<file path="config.mk">
export PLATFORM = sky130hd
export DESIGN_NAME = ep_txpp_irq
export DESIGN_NICKNAME = d
export VERILOG_FILES = /design/src/rtl/ep_txpp_irq.sv
export SDC_FILE = /design/constraint.sdc
export NUM_CORES = 1
export LEC_CHECK = 0
export BUFFER_PORTS_ARGS = -buffer_cell sky130_fd_sc_hd__buf_4
export CAP_MARGIN = 20
export CORE_AREA = 2 2 39 41
export DETAILED_ROUTE_END_ITERATION = 8
export DIE_AREA = 0 0 41 43
export GPL_TIMING_DRIVEN = 0
export HOLD_SLACK_MARGIN = 0.02
export PLACE_DENSITY = 0.46
export RECOVER_POWER = 100
export SYNTH_ARGS = -nofsm -noshare
export SYNTH_HDL_FRONTEND = slang
export SYNTH_SLANG_ARGS = --single-unit
export TNS_END_PERCENT = 1
</file>
<file path="constraint.sdc">
create_clock -name clk -period 1.7 [get_ports clk]
set_clock_uncertainty 0.1 [all_clocks]
set_input_delay 0.17 -clock clk [delete_from_list [all_inputs] [get_ports clk]]
set_output_delay 0.17 -clock clk [all_outputs]
set_load 0.02 [all_outputs]
</file>
<file path="src/rtl/ep_txpp_irq.sv">
module ep_txpp_irq (
  input  logic       clk,
  input  logic       rst_n,
  input  logic       cfg_clear,
  input  logic       mcu_commit,
  input  logic       sie_in_token,
  input  logic       sie_ack,
  input  logic       irq_en,
  input  logic       irq_both,
  input  logic       other_irq,
  output logic [1:0] layer_full,
  output logic       wr_layer,
  output logic       rd_layer,
  output logic       send_valid,
  output logic       send_layer,
  output logic       nak,
  output logic       ep_irq,
  output logic       irq_out
);

  logic [1:0] full_q, full_d;
  logic       wp_q, rp_q;
  logic       do_fill, do_free;

  assign do_fill = mcu_commit & ~full_q[wp_q];
  assign do_free = sie_ack & full_q[rp_q];

  always_comb begin
    full_d = full_q;
    if (do_fill) full_d[wp_q] = 1'b1;
    if (do_free) full_d[rp_q] = 1'b0;
  end

  always_ff @(posedge clk or negedge rst_n) begin
    if (!rst_n) begin
      full_q <= 2'b00;
      wp_q   <= 1'b0;
      rp_q   <= 1'b0;
    end else if (cfg_clear) begin
      full_q <= 2'b00;
      wp_q   <= 1'b0;
      rp_q   <= 1'b0;
    end else begin
      full_q <= full_d;
      if (do_fill) wp_q <= ~wp_q;
      if (do_free) rp_q <= ~rp_q;
    end
  end

  assign layer_full = full_q;
  assign wr_layer   = wp_q;
  assign rd_layer   = rp_q;
  assign send_layer = rp_q;
  assign send_valid = sie_in_token & full_q[rp_q];
  assign nak        = sie_in_token & ~full_q[rp_q];
  assign ep_irq     = irq_en & (irq_both ? ~|full_q : ~&full_q);
  assign irq_out    = ep_irq | other_irq;

endmodule


</file>
# After elaboration in Yosys (flattened, before gate mapping)
# Cells that the tools add are included.
[op_classes] mux=16 shift=0 mul=0 n_div=0 n_bitwise=13 n_reduce_logical=8 add_sub_neg=0 n_eq_ne=0 n_lt_le_gt_ge=4
[ops] cell="1-bit 2-to-1 mux" n=11
[ops] cell="2-bit 2-to-1 mux" n=3
[ops] cell="1-bit bitwise AND" n=5
[ops] cell="1-bit by 2-bit < comparator with 1-bit output (second input constant)" n=2
[ops] cell="1-bit inverter" n=4
[ops] cell="2-bit nonzero test" n=2
[ops] cell="2-bit bitwise AND" n=1
[ops] cell="1-bit demux with 1-bit select" n=2
[ops] cell="1-bit >= comparator (second input constant)" n=2
[ops] cell="1-bit logical AND" n=2
[ops] cell="1-bit zero test" n=2
[ops] cell="2-bit inverter" n=1
[ops] cell="2-bit bitwise OR" n=1
[ops] cell="2-bit AND reduction" n=1
[ops] cell="2-bit OR reduction" n=1
[ops] cell="1-bit bitwise OR" n=1
[word_totals] word_cells=44 ramBits=0 latch_bits=0 reg_bits=4 in_bits=9 romBits=0 out_inout_bits=9 memories=0

# Depth between registers and ports, before layout
# Gate-level depths: netlist of the first run.
[logic_depth] ltp_word=9 ltp_mapped=3 mapped_depth_nobuf=3

# Worst setup path after synthesis of the first run
# OpenSTA, ideal clock, no wires.
[synth_timing] path_type="register to output" startpoint="register full_q[0], in the netlist layer_full[0]" endpoint="output irq_out" setup_slack_ns=0.274 arrival_ns=1.156 n_path_buf=0 stages_incl_launch_ff=4 required_time_ns=1.430 cell_sequence="dfrtp_1 -> a21oi_1 -> o21a_1 -> or2_1"
[synth_between] elab_chain_len=5 elab_cells_between_ends=7 cone_classes="mux: 1; bitwise: 2; reduce/logical: 4"
[synth_rtl] element="start, declared" line_no="21" source="logic [1:0] full_q, full_d;"
[synth_rtl] element="start signal, assigned" line_no="44" source="full_q <= full_d;"
[synth_rtl] element="2-bit AND reduction or 2-bit OR reduction (tied branches)" line_no="56" source="assign ep_irq = irq_en & (irq_both ? ~|full_q : ~&full_q);"
[synth_rtl] element="1-bit zero test" line_no="56"
[synth_rtl] element="1-bit 2-to-1 mux *" line_no="56"
[synth_rtl] element="1-bit bitwise AND *" line_no="56"
[synth_rtl] element="net ep_irq" line_no="17" source="output logic ep_irq,"
[synth_rtl] element="1-bit bitwise OR *" line_no="57" source="assign irq_out = ep_irq | other_irq;"
[synth_rtl] element="end, declared" line_no="18" source="output logic irq_out"
# The timed path passes the listed nets; every way through them passes the cells marked *.

# Worst setup path in the final report of the first run
[layout_timing] startpoint="register full_q[0], in the netlist layer_full[0]" endpoint="output irq_out"
[layout_between] elab_chain_len=5 elab_cells_between_ends=7 cone_classes="mux: 1; bitwise: 2; reduce/logical: 4"
[layout_rtl] element="2-bit AND reduction or 2-bit OR reduction (tied branches)" line_no="56"
[layout_rtl] element="1-bit zero test" line_no="56"
[layout_rtl] element="1-bit 2-to-1 mux *" line_no="56"
[layout_rtl] element="1-bit bitwise AND *" line_no="56"
[layout_rtl] element="1-bit bitwise OR *" line_no="57"
# Mark *: on every way between the ends. The rest lies on a longest branch, timed or not.

==> impl_metrics.env, run 1 <==
export IMPL_min_from="sie_ack"
export IMPL_post_cts_buffers=0
export IMPL_p_int_uw=217
export IMPL_syn_area_um2=220
export IMPL_design_area_um2=378
export IMPL_fmax_mhz=635
export IMPL_rows=14
export IMPL_critPathSlowestCell="dfrtp_1"
export IMPL_clock_latency_ps=230
export IMPL_syn_inst=25
export IMPL_firstDrtPassIters=2
export IMPL_numCtsBuffers=3
export IMPL_yosys_warnings=0
export IMPL_tightest_slew_ps=254
export IMPL_fp_dieArea_mm2=0.00176
export IMPL_avgViaCountPerCell=4.02
export IMPL_max_stage_delay_ps=440
export IMPL_critPathMaxFanout=7
export IMPL_endpoint_kind="output pin"
export IMPL_postPlaceCellArea_um2=368
export IMPL_reg2reg_depth=2
export IMPL_yosys_register_bits=4
export IMPL_cts_sinks=4
export IMPL_syn_num_nets=34
export IMPL_fin_crit_sh_pct=92.6
export IMPL_cts_buffer_depth=2
export IMPL_hold_depth=2
export IMPL_coreArea_mm2=0.00138
export IMPL_drtIter0Drc=2
export IMPL_syn_avg_cell_area_um2=8.81
export IMPL_synthToLayoutAreaGrowth_pct=71.6
export IMPL_antenna_found_initial=0
export IMPL_seqPwrFrac_pct=37.1
export IMPL_worstSetupPathType="reg -> out"
export IMPL_port_buffers=17
export IMPL_final_hold_violation_count=0
export IMPL_reg2reg_from="layer_full[0]"
export IMPL_first_global_vias=216
export IMPL_finalWorstSetupSlack_ps=125
export IMPL_worst_slew_margin_rel_pct=83.1
export IMPL_pre_cts_ws_ps=354
export IMPL_period_minus_slack_ps=1570
export IMPL_clock_power_share_pct=37.1
export IMPL_grt_usage_pct=7.06
export IMPL_worstHoldEndpoint="layer_full[1]"
export IMPL_dp_cells=58
export IMPL_whs_ps=73.9
export IMPL_hold_path_class="in -> reg"
export IMPL_tns_ps=0
export IMPL_r2r_end="wr_layer"
export IMPL_required_ps=1430
export IMPL_grt_pass1_wl_um=828
export IMPL_crit_family="flip-flops"
export IMPL_slew_viol_final=0
export IMPL_num_vias=253
export IMPL_dieHeight_um=43
export IMPL_maxCapViolations=0
export IMPL_cp_start_kind="flop"
export IMPL_max_vdd_ir_drop_mv=0.293
export IMPL_post_route_util_pct=27.3
export IMPL_cts_clk_slew_worst_paths_ps=40
export IMPL_power_frac_comb_pct=25.8
export IMPL_report_power_total_uw=305
export IMPL_arrival_ps=1300
export IMPL_mostFrequentLayoutCells="clkbuf_1, buf_4, a21oi_1"
export IMPL_root_buffer="clkbuf_4"
export IMPL_place_congestion=0.603
export IMPL_synth_seq_area_share_pct=45.5
export IMPL_wl_um=586
export IMPL_grt_ovfl_total=0
export IMPL_die_w_um=41
export IMPL_status="complete, no violations"
export IMPL_fin_cells=63
export IMPL_fillers=156
export IMPL_drive_above_1_share_pct=27.7
export IMPL_nets=58
export IMPL_path_buf_inv=1
export IMPL_switching_share_pct=28.9
export IMPL_p_per_area_mw_per_mm2=808
export IMPL_antenna_cells=0
export IMPL_cp_cell_sequence="a21oi_1 > o21a_1 > or2_1 > clkbuf_2"
export IMPL_reg2reg_slack_ps=520
export IMPL_cts_tree="done"
export IMPL_rsz0062_at_grt="no"
export IMPL_ys_types=15
export IMPL_setup_viol=0
export IMPL_cellLeakagePower_nw=0.168
export IMPL_drcViolationCount=0
export IMPL_ant_nets=0
export IMPL_avgRoutedWirePerCell_um=9.30
export IMPL_p_switching_uw=88.2
export IMPL_cts_max_level=1
export IMPL_grt_max_degree=8
export IMPL_start_util_pct=15.9
export IMPL_ioPinCount=18
[synth_stat cells]
master,instances,area [µm²]
mux2i_1,1,10.0
and2_1,1,6.26
a21oi_1,5,25.0
or3_1,1,6.26
a311oi_1,1,8.76
dfrtp_1,4,100
nor2b_1,1,6.26
nand3b_1,1,7.51
or2_1,1,6.26
inv_1,2,7.51
buf_4,1,7.51
nand2_1,2,7.51
o21a_1,1,7.51
o21ai_0,2,10.0
nor2_1,1,3.75
[cell families after synthesis]
logic type,after synthesis,share of synthesized area [%]
AOI/OAI and AO/OA,9,23.3
buffers and inverters,3,6.82
DFF,4,45.5
muxes,1,4.55
and+or+nand+nor,8,19.9
[worst register-to-register path: stages, from the launching register on]
cell     delay, ps
dfrtp_1        440
or3_1          420
a21oi_1        150
[final cells by class]
type                       instances  area, µm²  share of cell area (%)
buffer                             1       7.51                    1.99
clock buffer                       3       22.5                    5.96
inverter                           2       7.51                    1.99
multi-input combinational         18        105                    27.8
sequential                         4        100                    26.5
tap                               16       20.0                    5.30
timing repair buffer              19        115                    30.5
[worst max-delay path by stage]
stage | from | end | depth (start not counted)
2_1_floorplan | layer_full[0] | irq_out | 3
3_3_place_gp | layer_full[0] | irq_out | 4
3_5_place_dp | layer_full[0] | irq_out | 4
4_1_cts | layer_full[0] | irq_out | 4
5_1_grt | layer_full[0] | irq_out | 4
6_report | layer_full[0] | irq_out | 4
[sequential cells by signal (all words and copies together) (netlist names)]
name and count:
wr_layer 1, rd_layer 1, layer_full 2
[layer usage]
metal	global-route usage, %	wire length [µm]	part of all wire (%)
met2	10.3	260	44
met3	1.57	83	14
met1	8.17	242	41
met4	6.00	0	0
met5	0	0	0
[power groups by stage]
stage	combinational, mW	sequential (mW)	clock, mW
floorplan	0.0340	0.121	0
global placement	0.0873	0.115	0
detailed placement	0.0883	0.115	0
CTS	0.0921	0.114	0.121
global route	0.0876	0.115	0.121
finish	0.0787	0.113	0.113
[repair_timing]
item / CTS / global route
resized for setup: 0 / 0
hold buffers: 2 / 0
endpoints found under the hold margin: 8 / 0
endpoints found under the setup margin: 0 / 0
Note: power is estimated with default switching activity, not from simulation.
==> run 2, diff against run 1 <==
Settings changed: CTS_BUF_LIST set to sky130_fd_sc_hd__clkbuf_8 sky130_fd_sc_hd__clkbuf_16.
==> impl_metrics.env, run 2 (synthesis results as in run 1) <==
export IMPL_cts_resized=0
export IMPL_clock_latency_ps=210
export IMPL_drive_above_1_share_pct=30.4
export IMPL_p_per_area_mw_per_mm2=986
export IMPL_num_vias=243
export IMPL_grt_pass1_wl_um=841
export IMPL_start_util_pct=15.9
export IMPL_critPathSlowestCell="dfrtp_1"
export IMPL_endpoint_kind="output pin"
export IMPL_tightest_slew_ps=254
export IMPL_fillers=156
export IMPL_firstDrtPassIters=2
export IMPL_grt_max_degree=8
export IMPL_numCtsBuffers=3
export IMPL_drtIter0Drc=1
export IMPL_die_w_um=41
export IMPL_switching_share_pct=25.0
export IMPL_arrival_ps=1290
export IMPL_clock_power_share_pct=50.2
export IMPL_drcViolationCount=0
export IMPL_multi_input_area_um2=105
export IMPL_slew_viol_final=0
export IMPL_cts_sinks=4
export IMPL_synthToLayoutAreaGrowth_pct=77.3
export IMPL_post_cts_buffers=0
export IMPL_power_frac_comb_pct=20.3
export IMPL_first_global_vias=215
export IMPL_antenna_cells=0
export IMPL_cp_start_kind="flop"
export IMPL_ioPinCount=18
export IMPL_setup_viol=0
export IMPL_avgViaCountPerCell=3.92
export IMPL_grt_ovfl_total=0
export IMPL_holdBufCountCts=1
export IMPL_final_hold_violation_count=0
export IMPL_rsz0062_at_grt="no"
export IMPL_cts_max_level=1
export IMPL_cts_buffer_depth=2
export IMPL_nets=57
export IMPL_ant_nets=0
export IMPL_worstSetupPathType="reg -> out"
export IMPL_seqCellArea_um2=100
export IMPL_wl_um=596
export IMPL_worst_slew_margin_rel_pct=83.1
export IMPL_cp_cell_sequence="a21oi_1 > o21a_1 > or2_1 > clkbuf_2"
export IMPL_place_congestion=0.603
export IMPL_cts_clk_slew_worst_paths_ps=30
export IMPL_p_switching_uw=96.2
export IMPL_required_ps=1430
export IMPL_cts_tree="done"
export IMPL_avgRoutedWirePerCell_um=9.61
export IMPL_port_buffers=17
export IMPL_report_power_total_uw=385
export IMPL_final_common_cell="buf_4"
export IMPL_max_stage_delay_ps=440
export IMPL_max_vdd_ir_drop_mv=0.396
export IMPL_period_minus_slack_ps=1560
export IMPL_antenna_found_initial=0
export IMPL_grt_usage_pct=7.16
export IMPL_status="complete, no violations"
export IMPL_design_area_um2=390
export IMPL_seqPwrFrac_pct=29.5
export IMPL_root_buffer="clkbuf_8"
export IMPL_p_int_uw=289
export IMPL_largest_reg_flops=2
export IMPL_hold_path_class="in -> reg"
export IMPL_fin_crit_sh_pct=91.5
export IMPL_fmax_mhz=643
export IMPL_dieHeight_um=43
export IMPL_critPathMaxFanout=7
export IMPL_mostFrequentLayoutCells="buf_4, clkbuf_1, a21oi_1"
export IMPL_coreArea_mm2=0.00138
export IMPL_rows=14
export IMPL_postPlaceCellArea_um2=368
export IMPL_cellLeakagePower_nw=0.176
export IMPL_maxCapViolations=0
export IMPL_fp_dieArea_mm2=0.00176
export IMPL_tns_ps=0
==> run 2: cell types whose count changed in the layout (fill, tap and decap cells not counted), sizes merged <==
cell         before  now
buf               8    9
clkbuf           13   12
dlygate4sd3       2    1
==> run 2: power groups by stage <==
stage	logic, mW	clock network [mW]	registers (mW)
2_1_floorplan	0.0340	0	0.121
3_3_place_gp	0.0873	0	0.115
3_5_place_dp	0.0883	0	0.115
4_1_cts	0.0902	0.201	0.114
5_1_grt	0.0868	0.204	0.115
6_report	0.0780	0.193	0.114
==> run 2: stage by stage <==
step / setup WS (ps) / cells / hold slack (ps) / utilization [%]
5_1_grt: 73.8 / 62 / 53.0 / 28.2
6_report: 144 / 62 / 41.5 / 28.2
4_1_cts: 123 / 62 / 38.5 / 30.3
3_5_place_dp: 354 / 58 / -132 / 26.6
3_3_place_gp: 376 / 58 / -132 / 26.6
2_1_floorplan: 274 / 25 / -226 / -
==> run 2: per-layer routing <==
layer  track usage [%]  routed length (µm)
met3              1.57                  83
met5                 0                   0
met1              8.50                 247
met4              6.00                   0
met2              10.3                 265
==> run 2: cell type report <==
cell class                 instances  area share [%]
multi-input combinational         18            26.9
clock buffer                       3            10.6
sequential                         4            25.6
inverter                           2            1.92
timing repair buffer              18            27.9
tap                               16            5.13
buffer                             1            1.92
==> run 2: worst max-delay path: cells and delay by family, from the launching register on <==
kind / cells / cell delay [ps]
flops: 1 / 440
compound gates: 2 / 280
simple gates: 1 / 200
buf+inv: 1 / 150
==> run 2: worst paths after layout <==
kind                               start            end  cells past startpoint  slack, ps
max                        layer_full[0]        irq_out                      4        140
min                            cfg_clear  layer_full[0]                      2         40
max reg2reg                layer_full[0]       wr_layer                      2        520
min reg2reg                     wr_layer       wr_layer                      2        480
max in group asynchronous          rst_n       rd_layer                      2       1110
min in group asynchronous          rst_n  layer_full[0]                      2        210
